## config.mk

```make
export PLATFORM = sky130hd
export DESIGN_NAME = vbc_eval
export DESIGN_NICKNAME = d
export VERILOG_FILES = /design/src/rtl/vbc_pkg.sv /design/src/rtl/vbc_field_pick.sv /design/src/rtl/vbc_elem_test.sv /design/src/rtl/vbc_eval.sv
export SDC_FILE = /design/constraint.sdc
export NUM_CORES = 1
export LEC_CHECK = 0
export CORE_MARGIN = 2
export CORE_UTILIZATION = 45
export CTS_BUF_LIST = sky130_fd_sc_hd__clkbuf_2
export CTS_CLUSTER_SIZE = 8
export DETAILED_ROUTE_END_ITERATION = 7
export PLACE_DENSITY = 0.82
export SLEW_MARGIN = 10
export SYNTH_ARGS = -nofsm -noshare
export SYNTH_HDL_FRONTEND = slang
export SYNTH_SLANG_ARGS = --single-unit
```

## constraint.sdc

```tcl
create_clock -name clk -period 3.7 [get_ports clk]
set_input_delay 0.37 -clock clk [delete_from_list [all_inputs] [get_ports clk]]
set_output_delay 0.37 -clock clk [all_outputs]
set_load 0.1 [all_outputs]
```

## src/rtl/vbc_pkg.sv

```systemverilog
package vbc_pkg;

    typedef enum logic [1:0] {
        S_IDLE = 2'd0,
        S_STEP = 2'd1,
        S_DONE = 2'd2
    } vbc_state_e;

    typedef struct packed {
        logic all_m;
        logic snz;
        logic sz;
        logic ctr_test;
        logic cti;
        logic vlset;
        logic vsb;
        logic vli;
        logic lk;
        logic lru;
        logic scalar;
    } vbc_mode_t;

endpackage

```

## src/rtl/vbc_field_pick.sv

```systemverilog
module vbc_field_pick #(
    parameter int NFIELD = 16,
    parameter int STEP_W = 3,
    localparam int FIDX_W = $clog2(NFIELD)
) (
    input  logic [NFIELD*4-1:0] fields,
    input  logic [FIDX_W-1:0]   base_idx,
    input  logic [1:0]          bit_sel,
    input  logic [STEP_W-1:0]   step,
    input  logic                hold,
    output logic                bit_o
);
    logic [NFIELD-1:0] column;
    logic [STEP_W-1:0] ofs;
    logic [FIDX_W-1:0] idx;

    // One candidate bit per field, all at the same position
    for (genvar g = 0; g < NFIELD; g++) begin : g_col
        assign column[g] = fields[4*g + int'(bit_sel)];
    end

    assign ofs   = hold ? '0 : step;
    assign idx   = base_idx + FIDX_W'(ofs);
    assign bit_o = column[idx];
endmodule

```

## src/rtl/vbc_elem_test.sv

```systemverilog
module vbc_elem_test
    import vbc_pkg::*;
(
    input  logic      cr_bit,
    input  logic      masked,
    input  logic      ctr_nz,
    input  logic [3:0] bo,
    input  vbc_mode_t mode,
    output logic      skip,
    output logic      dec,
    output logic      pass
);
    logic testbit;
    logic cond;
    logic ctr_ok;

    always_comb begin
        testbit = masked ? mode.snz : cr_bit;
        cond    = bo[0] | (testbit == bo[1]);
        ctr_ok  = bo[2] | (ctr_nz ^ bo[3]);
        pass    = cond & ctr_ok;
        skip    = masked & ~mode.sz;
        if (skip)
            dec = ~bo[2] & mode.ctr_test & ~mode.cti;
        else
            dec = ~bo[2] & ~(mode.ctr_test & (cond ^ mode.cti));
    end
endmodule

```

## src/rtl/vbc_eval.sv

```systemverilog
module vbc_eval
    import vbc_pkg::*;
#(
    parameter int MAX_VL = 8,
    parameter int NFIELD = 16,
    parameter int CTR_W  = 16,
    parameter int ADDR_W = 32,
    localparam int VL_W   = $clog2(MAX_VL + 1),
    localparam int STEP_W = $clog2(MAX_VL),
    localparam int FIDX_W = $clog2(NFIELD),
    localparam int BI_W   = FIDX_W + 2
) (
    input  logic                clk,
    input  logic                rst_n,
    input  logic                start,
    input  logic [VL_W-1:0]     vl_in,
    input  logic [MAX_VL-1:0]   pmask,
    input  logic [NFIELD*4-1:0] cr_fields,
    input  logic [3:0]          bo,
    input  logic [BI_W-1:0]     bi,
    input  logic                all_mode,
    input  logic                snz,
    input  logic                sz,
    input  logic                ctr_test,
    input  logic                cti,
    input  logic                vlset,
    input  logic                vsb,
    input  logic                vli,
    input  logic                lk,
    input  logic                lru,
    input  logic                bi_scalar,
    input  logic [CTR_W-1:0]    ctr_in,
    input  logic [ADDR_W-1:0]   cia,
    output logic                taken,
    output logic [CTR_W-1:0]    ctr_out,
    output logic [VL_W-1:0]     vl_out,
    output logic                vl_changed,
    output logic                lr_we,
    output logic [ADDR_W-1:0]   lr_val,
    output logic                done
);
    vbc_state_e state_q, state_d;

    logic [STEP_W-1:0]   step_q;
    logic [VL_W-1:0]     vl_q;
    logic [MAX_VL-1:0]   mask_q;
    logic [NFIELD*4-1:0] fields_q;
    logic [3:0]          bo_q;
    logic [BI_W-1:0]     bi_q;
    vbc_mode_t           mode_q;
    logic [ADDR_W-1:0]   cia_q;
    logic [CTR_W-1:0]    ctr_q;
    logic                acc_q;
    logic [VL_W-1:0]     keep_q;
    logic [VL_W-1:0]     vlnew_q;
    logic                trunc_q;

    logic                cr_bit;
    logic                el_skip, el_dec, el_pass;
    logic [VL_W-1:0]     step_p1;
    logic                last_el, trunc_hit, fin;

    vbc_field_pick #(.NFIELD(NFIELD), .STEP_W(STEP_W)) u_pick (
        .fields   (fields_q),
        .base_idx (bi_q[BI_W-1:2]),
        .bit_sel  (bi_q[1:0]),
        .step     (step_q),
        .hold     (mode_q.scalar),
        .bit_o    (cr_bit)
    );

    vbc_elem_test u_elem (
        .cr_bit (cr_bit),
        .masked (~mask_q[step_q]),
        .ctr_nz (|ctr_q),
        .bo     (bo_q),
        .mode   (mode_q),
        .skip   (el_skip),
        .dec    (el_dec),
        .pass   (el_pass)
    );

    // Stop decision for the element under test
    always_comb begin
        step_p1   = VL_W'(step_q) + VL_W'(1);
        last_el   = (step_p1 == vl_q);
        trunc_hit = ~el_skip & mode_q.vlset & (mode_q.vsb == el_pass);
        fin       = last_el |
                    (~el_skip & (trunc_hit | (mode_q.all_m != el_pass) | mode_q.scalar));
    end

    // Next-state logic
    always_comb begin
        state_d = state_q;
        unique case (state_q)
            S_IDLE: if (start) state_d = (vl_in == '0) ? S_DONE : S_STEP;
            S_STEP: if (fin)   state_d = S_DONE;
            S_DONE:            state_d = S_IDLE;
            default:           state_d = S_IDLE;
        endcase
    end

    // State register
    always_ff @(posedge clk or negedge rst_n) begin
        if (!rst_n) state_q <= S_IDLE;
        else        state_q <= state_d;
    end

    // Walk datapath
    always_ff @(posedge clk or negedge rst_n) begin
        if (!rst_n) begin
            step_q   <= '0;
            vl_q     <= '0;
            mask_q   <= '0;
            fields_q <= '0;
            bo_q     <= '0;
            bi_q     <= '0;
            mode_q   <= '0;
            cia_q    <= '0;
            ctr_q    <= '0;
            acc_q    <= 1'b0;
            keep_q   <= '0;
            vlnew_q  <= '0;
            trunc_q  <= 1'b0;
        end else begin
            unique case (state_q)
                S_IDLE: if (start) begin
                    step_q   <= '0;
                    vl_q     <= vl_in;
                    mask_q   <= pmask;
                    fields_q <= cr_fields;
                    bo_q     <= bo;
                    bi_q     <= bi;
                    mode_q   <= '{all_m: all_mode, snz: snz, sz: sz, ctr_test: ctr_test,
                                  cti: cti, vlset: vlset, vsb: vsb, vli: vli, lk: lk,
                                  lru: lru, scalar: bi_scalar};
                    cia_q    <= cia;
                    ctr_q    <= ctr_in;
                    acc_q    <= all_mode;
                    keep_q   <= '0;
                    vlnew_q  <= vl_in;
                    trunc_q  <= 1'b0;
                end
                S_STEP: begin
                    step_q <= step_q + STEP_W'(1);
                    if (el_dec) ctr_q <= ctr_q - CTR_W'(1);
                    if (!el_skip) begin
                        acc_q  <= mode_q.all_m ? (acc_q & el_pass) : (acc_q | el_pass);
                        keep_q <= step_p1;
                        if (trunc_hit) begin
                            vlnew_q <= mode_q.vli ? step_p1 : keep_q;
                            trunc_q <= 1'b1;
                        end
                    end
                end
                default: ;
            endcase
        end
    end

    // Outputs
    always_comb begin
        done       = (state_q == S_DONE);
        taken      = acc_q;
        ctr_out    = ctr_q;
        vl_out     = vlnew_q;
        vl_changed = trunc_q;
        lr_we      = done & (mode_q.lk ^ (mode_q.lru & acc_q));
        lr_val     = cia_q + ADDR_W'(8);
    end

    a_r12_done_pulse: assert property (@(posedge clk) disable iff (!rst_n)
        done |=> !done);

    a_r12_busy_start_ignored: assert property (@(posedge clk) disable iff (!rst_n)
        (state_q != S_IDLE && start) |=> ($stable(cia_q) && $stable(vl_q)));

    a_r8_ctr_single_step: assert property (@(posedge clk) disable iff (!rst_n)
        (state_q == S_STEP) |=> (ctr_q == $past(ctr_q) || ctr_q == ($past(ctr_q) - CTR_W'(1))));

    a_r5_empty_vector: assert property (@(posedge clk) disable iff (!rst_n)
        (state_q == S_IDLE && start && vl_in == '0) |=>
            (done && taken == $past(all_mode) && ctr_out == $past(ctr_in)));

    a_r7_skip_no_result: assert property (@(posedge clk) disable iff (!rst_n)
        (state_q == S_STEP && el_skip) |=> ($stable(acc_q) && $stable(keep_q) && $stable(trunc_q)));

    a_r4_all_first_fail: assert property (@(posedge clk) disable iff (!rst_n)
        (state_q == S_STEP && !el_skip && mode_q.all_m && !el_pass) |=> (done && !taken));

    a_r9_no_trunc_keeps_vl: assert property (@(posedge clk) disable iff (!rst_n)
        (done && !mode_q.vlset) |-> (!vl_changed && vl_out == vl_q));

    a_r9_trunc_not_longer: assert property (@(posedge clk) disable iff (!rst_n)
        done |-> (vl_out <= vl_q));

    a_r11_no_link_request: assert property (@(posedge clk) disable iff (!rst_n)
        (done && !mode_q.lk && !mode_q.lru) |-> !lr_we);
endmodule

```

==> out/results.txt, run 1 <==
For this design the static power due to leakage is 5.09 nW. The worst setup path is captured at a register. Summed over all layers, the routed wires come to 21100 um. The power per standard cell area is 1030 nW/um2. The tools report the number of synthesis warnings as 0.

The clock group share of total power came out at 0.090. The start-to-end type of the worst setup path was reg -> reg. Post-place setup slack: -0.0308 ns.

For the pin with the worst max-slew slack, the measured transition is 0.987 ns. Cell internal power was estimated by the tool at 0.00512 W. From synthesis to final layout, the design area changed by 30.6%. For the worst clock skew on the final layout, the log shows 0.0351 ns. For the tightest slew margin relative to the limit, the log shows 0.340.

The logs give 0.821 mV for the peak supply drop and 0 for the total congestion overflow. Walking the worst path, the cells encountered are nor2b_1 > ha_1 > fa_1 > xor2_2 > mux2i_1 > nor3_1 > nor4b_2 > buf_4 > nor2_4 > mux2i_1 > o31ai_2 > nand2_4 > or2_4 > o21a_1. The maximum achievable frequency is 0.280 GHz, and the mean post-synth cell area is 8.78 um2. Summed over all instances, the cell type with the most area after synthesis is sky130_fd_sc_hd__dfrtp_1. The worst hold path belongs to the class in -> reg. The number of standard cells after synthesis was 932; the number of buffer cells added on primary ports was 203.

The biggest fanout along the worst timing path is 11. The number of nets in the synthesized netlist is 1088. Entering global routing, the biggest net connects 99 pins. TritonCTS built the clock tree.

Counting instances in the post-synthesis netlist gives the leading cell types as 428 x sky130_fd_sc_hd__nand2_1, 160 x sky130_fd_sc_hd__dfrtp_1, 39 x sky130_fd_sc_hd__clkbuf_1. The share of cells above drive strength 1 is 0.105, and the smallest setup slack after layout is 0.130 ns. The clock passes through at most 2 buffers.

Routability-driven placement finished with a final weighted congestion of 0.802. The cell area that synthesis handed to floorplanning was 8180 um2. Yosys instantiated no cell more often than sky130_fd_sc_hd__nand2_1.

Antenna diode instance count: 0. For the number of global-route vias before repair, the log shows 6826. Clock transition at the register clock pins on the worst setup and hold paths after CTS: 0.25 ns. In this run the core area contains 49 standard-cell rows.

The flow ran to the end, and the final reports show no timing, DRC or antenna violations. The core region area was 17900 um2; the largest incremental delay on the critical path was 0.47 ns. In the final design database the tool counted 1280 nets. The power consumption was 0.0110 W. Final-layout fill cell count: 1513. In the post-synthesis netlist, the biggest area contributors are sky130_fd_sc_hd__dfrtp_1 49%, sky130_fd_sc_hd__nand2_1 20%, sky130_fd_sc_hd__mux4_2 4.1%. The effective utilization at floorplan was 0.457; the async set or reset register ratio after synthesis was 1.00. The count of final max-slew check failures is 0, and the proportion of total power due to net switching is 0.535. The worst hold path was traced through 3 stages.

The tightest hold margin was 0.0821 ns. For the number of hold violations in the final report, the log shows 0. The area share of the largest cell type after synthesis is 0.489. The number of antenna violations at the first check in global routing was 0.

The average vias per placed instance works out to 5.21. After legalization and detailed placement, the total HPWL measured 15100 um. The sequential element share of the synthesized area was 0.489. The slowest cell on the critical path was sky130_fd_sc_hd__fa_1.

The final design area excluding fillers was 10700 um2. Across the whole layout, storage elements account for 4000 um2. The tools report the footprint of the multi-input gates as 3930 um2. In this run the vertical extent of the chip is 139 um. The tools report the root cell of the clock tree as sky130_fd_sc_hd__clkbuf_2. The global-route total usage across every layer was 0.222; the number of flops mapped to enable cells by yosys was 0. Among the stages of the critical path, the cell type that occurs most often is sky130_fd_sc_hd__mux2i_1. The synthesized flop and latch total was 160.

The final period utilization was 0.965; the total I/O pin count was 204. Portion of total power attributed to sequential cells: 0.299. The run gives 160 as the clock net sink count. The first routing iteration left 525 violations.

The post-layout minimum cycle time was 3.57 ns; the endpoint required time on the critical path was 4.36 ns. The remaining routing DRC violations is 0, and the first-pass GRT wire length is 34600 um. The post-layout utilization of the core is 0.597. The number of library cell types mapped by synthesis is 64, and the length in cells of the worst reg-to-reg path is 14. STA classifies the critical path startpoint as a register. Across the run, the number of max-cap violations was 0. The number of vias after detailed routing is 7123. Once placement finished, the instance area stood at 10300 um2.

The H-tree was split into 4 levels. At the later pin of the worst-skew pair, clock insertion delay measures 0.77 ns. The critical path arrival was 4.23 ns; the number of buffers created by CTS was 17. The routed length per placed instance was 15.4 um; the full die area was 19300 um2.

The post-route antenna net violation count is 0, and the number of detailed-routing iterations run before antenna repair is 5. Setup violations remaining at the end of the flow were counted as 0. In the synthesized netlist the dominant register cell turns out to be sky130_fd_sc_hd__dfrtp_1. For this design the total switching power over the nets is 0.00588 W. The combinational share of power was 0.610; the die span in x was 139 um.
routing by layer:
metal | GRT usage | share of wire
met3 | 0.0497 | 0.064
met1 | 0.313 | 0.45
met4 | 0.0659 | 0.020
met5 | 0 | 0
met2 | 0.347 | 0.47
sequential cells by signal, summed over array words and instances (netlist names):
signal,cells
fields_q,64
keep_q,4
vl_out,4
vl_q,4
mask_q,8
mode_q,11
vl_changed,1
step_q,3
cia_q,32
bi_q,6
ctr_out,16
taken,1
bo_q,4
state_q,2
critical path, delay by kind of cell, from the launching register on:
kind / cells / cell delay, ns
buf+inv: 1 / 0.17
flops: 1 / 0.43
xor+xnor: 1 / 0.27
simple gates: 6 / 1.03
mux: 2 / 0.34
compound gates: 2 / 0.52
fa+ha+maj: 2 / 0.70
worst paths after layout:
check | from | slack (ns) | to
max | step_q[0]$_DFFE_PN0P_ | 0.13 | ctr_out[10]$_DFFE_PN0P_
min | cr_fields[20] | 0.08 | fields_q[20]$_DFFE_PN0P_
min reg2reg | mask_q[3]$_DFFE_PN0P_ | 0.50 | mask_q[3]$_DFFE_PN0P_
min in group asynchronous | rst_n | 0.24 | fields_q[48]$_DFFE_PN0P_
max in group asynchronous | rst_n | 2.60 | cia_q[20]$_DFFE_PN0P_
max reg2reg | step_q[0]$_DFFE_PN0P_ | 0.13 | ctr_out[10]$_DFFE_PN0P_
final cells by class:
type,count,area share
inverter,13,0.00457
clock buffer,18,0.00843
multi-input combinational,709,0.368
sequential,160,0.375
clock inverter,14,0.0148
timing repair buffer,223,0.203
tap,229,0.0268
power groups by stage:
stage | registers [W] | clock network (W) | logic [W]
2_1_floorplan | 0.00398 | 0 | 0.00434
3_3_place_gp | 0.00329 | 0 | 0.00644
3_5_place_dp | 0.00332 | 0 | 0.00657
4_1_cts | 0.00328 | 0.00102 | 0.00660
5_1_grt | 0.00341 | 0.00109 | 0.00717
6_report | 0.00329 | 0.000994 | 0.00671
stage by stage:
step | cells | TNS (ns)
after global routing | 1366 | -0.0284
after global placement | 1325 | 0
after detailed placement | 1325 | -0.212
final | 1366 | 0
after CTS | 1358 | 0
after floorplan | 932 | 0
cells in the final DEF, fill, tap and decap left out, drive strengths merged, types with 5 or more instances in the layout:
cell           Yosys  layout
nand2            429     429
clkdlybuf4s50      0     176
dfrtp            160     160
buf               11      46
xnor2             30      30
nor2              28      28
nand3             23      23
a21oi             20      20
clkbuf            39      18
mux4              17      17
inv               13      17
nor3              12      12
o21ai             12      12
mux2i             10      10
and3               9       9
nor2b              9       9
nand4              9       9
xor2               9       9
o221ai             8       8
ha                 7       7
o211ai             7       7
o31ai              6       6
a22oi              5       5
clkinv             0       5
kinds of logic after synthesis:
kind of cell,count (synthesis),share of synthesized area
AND/OR/NAND/NOR,543,0.278
flip-flops,160,0.489
AO/OA/AOI/OAI,88,0.0764
buffers and inverters,63,0.0349
XOR/XNOR,39,0.0417
multiplexers,31,0.0664
adder cells (fa/ha/maj),8,0.0131
what timing repair did:
item | CTS | global route
pin swaps | 0 | 5
endpoints found under the setup margin | 12 | 18
buffers inserted | 0 | 8
hold buffers | 1 | 0
endpoints found under the hold margin | 96 | 0
resized for setup | 1 | 4
Note: power is estimated with default switching activity, not from simulation.
==> run 2: changes to the inputs <==
--- a/config.mk
+++ b/config.mk
@@ -14,4 +14,5 @@
 export SLEW_MARGIN = 10
 export SYNTH_ARGS = -nofsm -noshare
 export SYNTH_HDL_FRONTEND = slang
+export SYNTH_HIERARCHICAL = 1
 export SYNTH_SLANG_ARGS = --single-unit
==> run 2 against run 1 <==
Net effect: core utilization up 2.1 points; global-route usage down 0.80 points; register-to-register slack worse by 0.11 ns; final cell count down 19%; clock-buffer cell count down 1; critical path type unchanged; critical endpoint is now ctr_out[15]$_DFFE_PN0P_.
==> out/results.txt, run 2 <==
The run finished with clean final reports. The run gives 4 (-1) as the number of detailed-routing iterations run before antenna repair. The tools report the number of global-route vias before repair as 5893 (-14%). The number of buffer cells added on primary ports is 203 (unchanged), and the number of levels in the clock H-tree is 4 (unchanged).

The share of cells above drive strength 1 works out to 0.284 (+0.179). The die span in x came out at 138 um (-0.77%). Routed length per placed instance: 17.9 um (+16%).

For the endpoint required time on the critical path, the log shows 4.35 ns (about the same). The cell type with the largest total area after synthesis was sky130_fd_sc_hd__dfrtp_1. Async set or reset register ratio after synthesis: 1.00 (unchanged). The tools report the max-capacitance violation count as 0 (unchanged).

Remaining routing DRC violations: 0 (unchanged). The post-layout minimum cycle time works out to 3.68 ns (+0.111 ns). The area share of the largest cell type after synthesis was 0.497 (+0.00783); the global-route total usage across every layer was 0.214 (-0.00801).

TritonCTS built the clock tree. For the total I/O pin count, the log shows 204 (unchanged). In this run the worst hold path is classified as in -> async. The area added between synthesis and finish came out at 33.6%. The core region area is 17400 um2 (-2.7%), and the maximum achievable frequency is 0.272 GHz (-3.0%). The run gives 4.33 ns (+0.10 ns) as the critical path arrival. For this run, the leading register cell type out of synthesis is sky130_fd_sc_hd__dfrtp_1.

The number of standard cells after synthesis came out at 658 (-29%). Number of buffers created by CTS: 17 (unchanged). The first element of the critical path is step_q[0]$_DFFE_PN0P_. The number of vias after detailed routing was 6034 (-15%); the synthesized flop and latch total was 160 (unchanged).

The kind of end point of the critical path was a register. The tools report the post-synth net total as 813 (-25%). The first-pass GRT wire length came out at 30800 um (-11%).

The number of synthesis warnings was 6 (+6); the final-layout fill cell count was 1377 (-9.0%). The number of rows in the core area came out at 48 (-2.0%). For the number of antenna violations at the first check in global routing, the log shows 4 (+4).

The tools report the cell area after placement as 10300 um2 (-0.27%). The full die area is 19000 um2 (-1.5%), and the number of hold violations in the final report is 0 (unchanged). The final period utilization is 0.995 (+0.0299), and the count of final max-slew check failures is 0 (unchanged). Total number of nets in the final design: 1020 (-20%). Setup repair after global routing could not meet its margin everywhere. The average vias per placed instance came out at 5.46 (+4.6%).

The startpoint identified for the worst register-to-register timing path is step_q[0]$_DFFE_PN0P_. Tightest slew margin relative to the limit: 0.316 (-0.0242). The run gives 19800 um (-6.3%) as the overall routed net length. The mean post-synth cell area is 12.2 um2 (+39%). The post-route antenna net violation count was 0 (unchanged); the effective utilization at floorplan was 0.463 (+0.00534). The number of library cell types mapped by synthesis was 61 (-4.7%); the worst-margin pin slew was 1.02 ns (+0.0362 ns).

The routability-driven placement congestion ratio is 0.860 (+7.2%). The root buffer cell chosen for the clock tree is sky130_fd_sc_hd__clkbuf_2. The top cell types in the final layout, fill and taps aside, are 179 x sky130_fd_sc_hd__clkdlybuf4s50_1, 160 x sky130_fd_sc_hd__dfrtp_1, 124 x sky130_fd_sc_hd__mux2_2, 41 x sky130_fd_sc_hd__nand2_1, 38 x sky130_fd_sc_hd__buf_4. After synthesis, the most frequently instantiated cells are 160 x sky130_fd_sc_hd__dfrtp_1, 124 x sky130_fd_sc_hd__mux2_2, 41 x sky130_fd_sc_hd__nand2_1.

The tools report the worst clock skew on the final layout as 0.0430 ns (+0.00796 ns). Sorting the synthesized cells by area gives the leading types as sky130_fd_sc_hd__dfrtp_1 50%, sky130_fd_sc_hd__mux2_2 17%, sky130_fd_sc_hd__mux4_2 3.4%. For the final design area excluding fillers, the log shows 10800 um2 (+0.68%). The biggest fanout along the worst timing path is 6 (-5). The logs give 0 (unchanged) for the total congestion overflow and 83 (-16%) for the largest net degree at the start of global routing. The library cell used most frequently in the layout, excluding fill and tap cells, is sky130_fd_sc_hd__clkdlybuf4s50_1. Clock latency on the worst-skew pair: 0.76 ns (about the same).

The height of the chip was 138 um (-0.77%). The flip-flop count of the largest register after layout is 64 (unchanged), and the HPWL reported at the end of detailed placement is 14500 um (-3.9%). The kind of start point of the critical path was a register. Register with the most flip-flops: fields_q. The number of DRC violations after detailed-routing iteration 0 was 326 (-38%); the clock transition at the register clock pins on the worst setup and hold paths after CTS was 0.28 ns (+0.03 ns).

The clock net sink count was 160 (unchanged). The worst setup path is of the reg -> reg kind. By instance count, the leading cell after synthesis is sky130_fd_sc_hd__dfrtp_1. The logs give 2 (unchanged) for the maximum root-to-sink buffer count and 0.618 (+0.0208) for the post-layout utilization of the core.

The logs give 0.497 (+0.00783) for the sequential element share of the synthesized area and 0 (unchanged) for the final-report setup violation count. The cell area after technology mapping is 8060 um2 (-1.6%). The number of flops mapped to enable cells by yosys is 0 (unchanged).
-- run 2: per-stage QoR --
stage	hold WS (ns)	cells	setup slack, ns	setup TNS [ns]
detailed placement	0.470	1066	-0.0562	-0.211
finish	0.156	1106	0.0195	0
global placement	0.465	1066	0.0814	0
floorplan	0.0744	658	0.0835	0
global route	0.0742	1106	-0.136	-1.17
CTS	0.115	1099	0.0107	0
-- run 2: path summary, 6_finish.rpt --
kind	slack [ns]	endpoint	cells past startpoint
max	0.02	ctr_out[15]$_DFFE_PN0P_	17
min	0.16	fields_q[52]$_DFFE_PN0P_	2
max reg2reg	0.02	ctr_out[15]$_DFFE_PN0P_	17
min reg2reg	0.52	keep_q[2]$_DFFE_PN0P_	2
max in group asynchronous	2.58	cia_q[31]$_DFFE_PN0P_	3
min in group clk	0.19	fields_q[38]$_DFFE_PN0P_	2
-- run 2: worst max-delay path: stages (launching register included) --
cell	delay (ns)
sky130_fd_sc_hd__dfrtp_1	0.43
sky130_fd_sc_hd__nor2b_4	0.13
sky130_fd_sc_hd__ha_4	0.16
sky130_fd_sc_hd__fa_2	0.65
sky130_fd_sc_hd__buf_6	0.14
sky130_fd_sc_hd__mux2i_1	0.20
sky130_fd_sc_hd__o211ai_1	0.10
sky130_fd_sc_hd__nand3_1	0.12
sky130_fd_sc_hd__a21oi_2	0.06
sky130_fd_sc_hd__mux2i_1	0.19
sky130_fd_sc_hd__mux2i_1	0.31
sky130_fd_sc_hd__mux2i_1	0.13
sky130_fd_sc_hd__nor3_2	0.19
sky130_fd_sc_hd__mux2i_2	0.11
sky130_fd_sc_hd__or2_4	0.29
sky130_fd_sc_hd__buf_6	0.14
sky130_fd_sc_hd__a21oi_1	0.16
sky130_fd_sc_hd__nand3_1	0.09
-- run 2: area by class of cell --
class | count | area, um2 | area share
sequential | 160 | 4000 | 0.372
tap | 225 | 282 | 0.0262
clock inverter | 15 | 166 | 0.0155
antenna | 3 | 7.51 | 0.000698
multi-input combinational | 446 | 3940 | 0.366
clock buffer | 17 | 85.1 | 0.00791
inverter | 12 | 45.0 | 0.00419
timing repair buffer | 228 | 2230 | 0.208
-- run 2: logic make-up (layout without fill, tap and decap cells) --
kind of cell / count (synthesis) / in the layout / synth area share
flops: 160 / 160 / 0.497
mux: 155 / 155 / 0.243
fa+ha+maj: 7 / 7 / 0.0118
other cells: 0 / 3 / 0
buf+inv: 52 / 272 / 0.0308
compound gates: 91 / 91 / 0.0713
xor+xnor: 39 / 39 / 0.0424
simple gates: 154 / 154 / 0.104
-- run 2: what timing repair did --
action	in CTS	in global routing
pin swaps	0	8
hold buffers	1	0
endpoints found under the hold margin	79	0
gates resized for setup	1	40
cloned	0	0
setup endpoints to repair	10	22
setup buffers	0	4
-- run 2: layer usage --
layer	up-vias	track usage	part of all wire
met5	-	0	0.00061
met4	2	0.0731	0.026
met3	36	0.0530	0.061
met2	166	0.353	0.49
met1	2979	0.276	0.42
li1	2851	-	-
Power of run 2 is not shown: default switching activity piles up to over one toggle a cycle in this logic, so the estimate is an artifact.
==> run 3: changes to the inputs <==
--- a/config.mk
+++ b/config.mk
@@ -5,12 +5,13 @@
 export SDC_FILE = /design/constraint.sdc
 export NUM_CORES = 1
 export LEC_CHECK = 0
+export ABC_AREA = 1
 export CORE_MARGIN = 2
 export CORE_UTILIZATION = 45
 export CTS_BUF_LIST = sky130_fd_sc_hd__clkbuf_2
 export CTS_CLUSTER_SIZE = 8
 export DETAILED_ROUTE_END_ITERATION = 7
-export PLACE_DENSITY = 0.82
+export PLACE_DENSITY = 0.81
 export SLEW_MARGIN = 10
 export SYNTH_ARGS = -nofsm -noshare
 export SYNTH_HDL_FRONTEND = slang
==> run 3 against run 2 <==
Net effect: hold slack lost 0.029 ns; routed wire length is 15% higher; first-iteration DRC count increased by 46%; flip-flop and latch count stayed put; die area grew 7.0%; register-to-register slack improved by 0.45 ns; synthesized cell count grew 82%; core utilization shrank 3.7 points; worst setup slack gained 0.45 ns.
==> out/results.txt, run 3 <==
The run finished with clean final reports. The number of rows in the core area is 50 (+4.2%). The multiplexer share of the synthesized area is 0.00130 (-0.241). The arithmetic-cell share of the synthesized area counting full adders, half adders and majority gates was 0.0110 (-0.000795); the effective utilization at floorplan was 0.460 (-0.00230). The run gives 1196 (+82%) as the number of standard cells after synthesis. The count of final max-slew check failures was 0 (unchanged). The tools report the total I/O pin count as 204 (unchanged). The routability-driven placement congestion ratio was 0.880 (+2.3%); the average vias per placed instance was 4.96 (-9.1%).

The clock latency on the worst-skew pair is 0.73 ns (-0.03 ns). In the post-synthesis netlist, the biggest area contributors are sky130_fd_sc_hd__dfrtp_1 46%, sky130_fd_sc_hd__nand2_1 25%, sky130_fd_sc_hd__nand3_1 4.4%. The run gives 18800 um2 (+7.8%) as the core region area. The worst setup path is launched from a register. The total negative slack is 0 ns (unchanged). The top cell types in the final layout, fill and taps aside, are 570 x sky130_fd_sc_hd__nand2_1, 176 x sky130_fd_sc_hd__clkdlybuf4s50_1, 159 x sky130_fd_sc_hd__dfrtp_1, 98 x sky130_fd_sc_hd__inv_1, 76 x sky130_fd_sc_hd__nand3_1.

In this run the power density over the cells is 974 nW/um2. The tools report the number of detailed-routing iterations run before antenna repair as 5 (+1). The number of buffer cells added on primary ports was 203 (unchanged).

The final period utilization is 0.873 (-0.122). The tools report the endpoint required time on the critical path as 4.32 ns (-0.03 ns). For the clock net sink count, the log shows 160 (unchanged). The slowest stage of the critical path belongs to the cell sky130_fd_sc_hd__fa_1. The mean post-synth cell area is 7.22 um2 (-41%), and the number of library cell types mapped by synthesis is 41 (-33%).

The clock transition at the register clock pins on the worst setup and hold paths after CTS was 0.25 ns (-0.03 ns). The global-route total usage across every layer was 0.228 (+0.0144); the biggest fanout along the worst timing path was 10 (+4). The worst clock skew on the final layout was 0.0387 ns (-0.00438 ns). Root cell of the clock tree: sky130_fd_sc_hd__clkbuf_2. The tightest slew margin relative to the limit was 0.299 (-0.0167); the worst-margin pin slew was 1.05 ns (+0.0249 ns). TritonCTS built the clock tree. The register with the most flip-flops was fields_q.

Post-route antenna net violation count: 0 (unchanged). The synthesized design spends more area on one cell type than any other, namely sky130_fd_sc_hd__dfrtp_1. For the number of antenna violations at the first check in global routing, the log shows 1 (-3). The total number of nets in the final design is 1537 (+51%), and the post-layout minimum cycle time is 3.23 ns (-0.451 ns). The start-to-end type of the worst setup path is reg -> reg.

The number of synthesis warnings was 6 (unchanged). Class of the tightest hold or removal check: in -> reg. The critical path goes through inv_1 > nor2_1 > ha_1 > fa_1 > inv_1 > nand3_1 > nand3_1 > nand3_1 > nand2_1 > nand2_2 > nand3_1 > nand3_2 > nand2_1 > nand3_1 > nand2_1 > inv_1 > inv_1 > o21ai_4 > inv_1 > a21oi_1 > o21ai_1. The area share of the largest cell type after synthesis was 0.464 (-0.0335). The largest incremental delay on the critical path came out at 0.59 ns (-0.06 ns). By instance count, the leading cell after synthesis is sky130_fd_sc_hd__nand2_1.

The number of global-route vias before repair was 7821 (+33%); the synthesized flop and latch total was 160 (unchanged). The die span in x was 143 um (+3.4%); the number of buffers created by CTS was 17 (unchanged). Setup repair after global routing left no endpoint under its margin.

For the number of hold violations in the final report, the log shows 0 (unchanged). The cell area after technology mapping came out at 8640 um2 (+7.2%). For the maximum root-to-sink buffer count, the log shows 2 (unchanged). In the synthesized netlist the dominant register cell turns out to be sky130_fd_sc_hd__dfrtp_1. The kind of end point of the critical path was a register. The synthesized-area fraction occupied by xor and xnor cells was 0.0324 (-0.00995). The height of the chip is 143 um (+3.4%), and the first-pass GRT wire length is 37100 um (+21%). The routed length per placed instance works out to 13.9 um (-22%). The run gives 0.310 GHz (+14%) as the maximum achievable frequency. The tools report the max-capacitance violation count as 0 (unchanged). The total congestion overflow was 0 (unchanged). Sequential element share of the synthesized area: 0.464 (-0.0335). The number of flops mapped to enable cells by yosys is 0 (unchanged), and the share of cells above drive strength 1 is 0.0638 (-0.220). The post-synthesis share of cell area spent on and, or, nand and nor gates is 0.358 (+0.254).

The full die area was 20300 um2 (+7.0%); the overall routed net length was 22700 um (+15%). The largest net degree at the start of global routing is 107 (+29%). Sorting the synthesized cells by how often they occur yields 570 x sky130_fd_sc_hd__nand2_1, 160 x sky130_fd_sc_hd__dfrtp_1, 98 x sky130_fd_sc_hd__inv_1. The post-synth net total is 1351 (+66%). The flip-flop count of the largest register after layout is 64 (unchanged), and the number of DRC violations after detailed-routing iteration 0 is 477 (+46%). Most common cell after layout, fill and taps aside: sky130_fd_sc_hd__nand2_1.

Compared with the post-synthesis result, the final layout area differs by 26.1%. The main combinational cell family by area after synthesis is simple AND/OR/NAND/NOR gates. The logs give 8085 (+34%) for the number of vias after detailed routing and 4 (unchanged) for the number of levels in the clock H-tree. The worst-case IR drop observed on VDD is 0.428 mV.

The remaining routing DRC violations is 0 (unchanged). The tools report the final-report setup violation count as 0 (unchanged). The critical path arrival was 3.85 ns (-0.48 ns); the async set or reset register ratio after synthesis was 1.00 (unchanged). The area fraction in compound gates after synthesis works out to 0.0530 (-0.0183).

The tools report the tightest hold margin as 0.127 ns (-0.0287 ns). The HPWL reported at the end of detailed placement was 16600 um (+14%). For this design the static power due to leakage is 5.50 nW.
## run 3: changes by cell type in the layout (fill, tap and decap cells not counted), sizes merged, moves of 12 or more
cell | previous run | this run
mux2i | 13 | 0
nor2 | 15 | 79
nand3 | 20 | 78
o21ai | 25 | 47
clkinv | 2 | 14
mux4 | 18 | 0
xnor2 | 28 | 10
mux2 | 124 | 1
inv | 21 | 103
nand2 | 41 | 574
## run 3: final cells by class
cell class,count,area (um2)
inverter,103,389
multi-input combinational,884,3950
timing repair buffer,216,2090
fill,1742,7880
clock inverter,15,78.8
antenna,1,2.50
tap,234,293
clock buffer,17,85.1
sequential,160,4010
## run 3: through the flow
step	area [um2]	total power [W]	cells	worst slack, ns	utilization
2_1_floorplan	8640	0.00829	1196	0.486	-
3_3_place_gp	10700	0.00966	1593	0.488	0.570
3_5_place_dp	10700	0.00981	1593	0.299	0.570
4_1_cts	10900	0.0106	1626	0.259	0.579
5_1_grt	10900	0.0114	1630	0.158	0.580
6_report	10900	0.0106	1630	0.470	0.580
## run 3: cells by family after synthesis
| group | after synthesis |
|---|---|
| fa+ha+maj | 7 |
| simple gates | 763 |
| flops | 160 |
| compound gates | 81 |
| xor+xnor | 32 |
| mux | 1 |
| buf+inv | 152 |
## run 3: what timing repair did
action,CTS,global route
hold buffers,1,0
resized for setup,0,1
endpoints found under the setup margin,0,13
buffers inserted,0,3
endpoints found under the hold margin,105,0
## run 3: critical path: cells and delay by family, from the launching register on
kind | cells | cell delay [ns]
AOI/OAI and AO/OA | 3 | 0.46
adders and majority gates | 2 | 0.80
buffers and inverters | 5 | 0.49
DFF | 1 | 0.53
and+or+nand+nor | 11 | 0.85
## run 3: final timing paths
path,start,endpoint,slack [ns],cells past startpoint
setup reg to reg,step_q[0]$_DFFE_PN0P_,ctr_out[3]$_DFFE_PN0P_,0.47,21
hold / removal,cia[13],cia_q[13]$_DFFE_PN0P_,0.13,3
setup / recovery,step_q[0]$_DFFE_PN0P_,ctr_out[3]$_DFFE_PN0P_,0.47,21
min in group asynchronous,rst_n,fields_q[60]$_DFFE_PN0P_,0.30,2
hold reg to reg,fields_q[1]$_DFFE_PN0P_,fields_q[1]$_DFFE_PN0P_,0.51,2
max in group asynchronous,rst_n,ctr_out[5]$_DFFE_PN0P_,2.52,3
## run 3: routing by layer
layer,track usage,share of wire,up-vias
li1,-,-,4090
met1,0.307,0.45,3678
met2,0.363,0.47,266
met3,0.0421,0.053,51
met4,0.0980,0.029,0
met5,0,0,-
## run 3: power by group
part / switching (W) / internal, W
Sequential: 0.000686 / 0.00257
Clock: 0.000611 / 0.000156
Combinational: 0.00477 / 0.00182
Total: 0.00607 / 0.00455
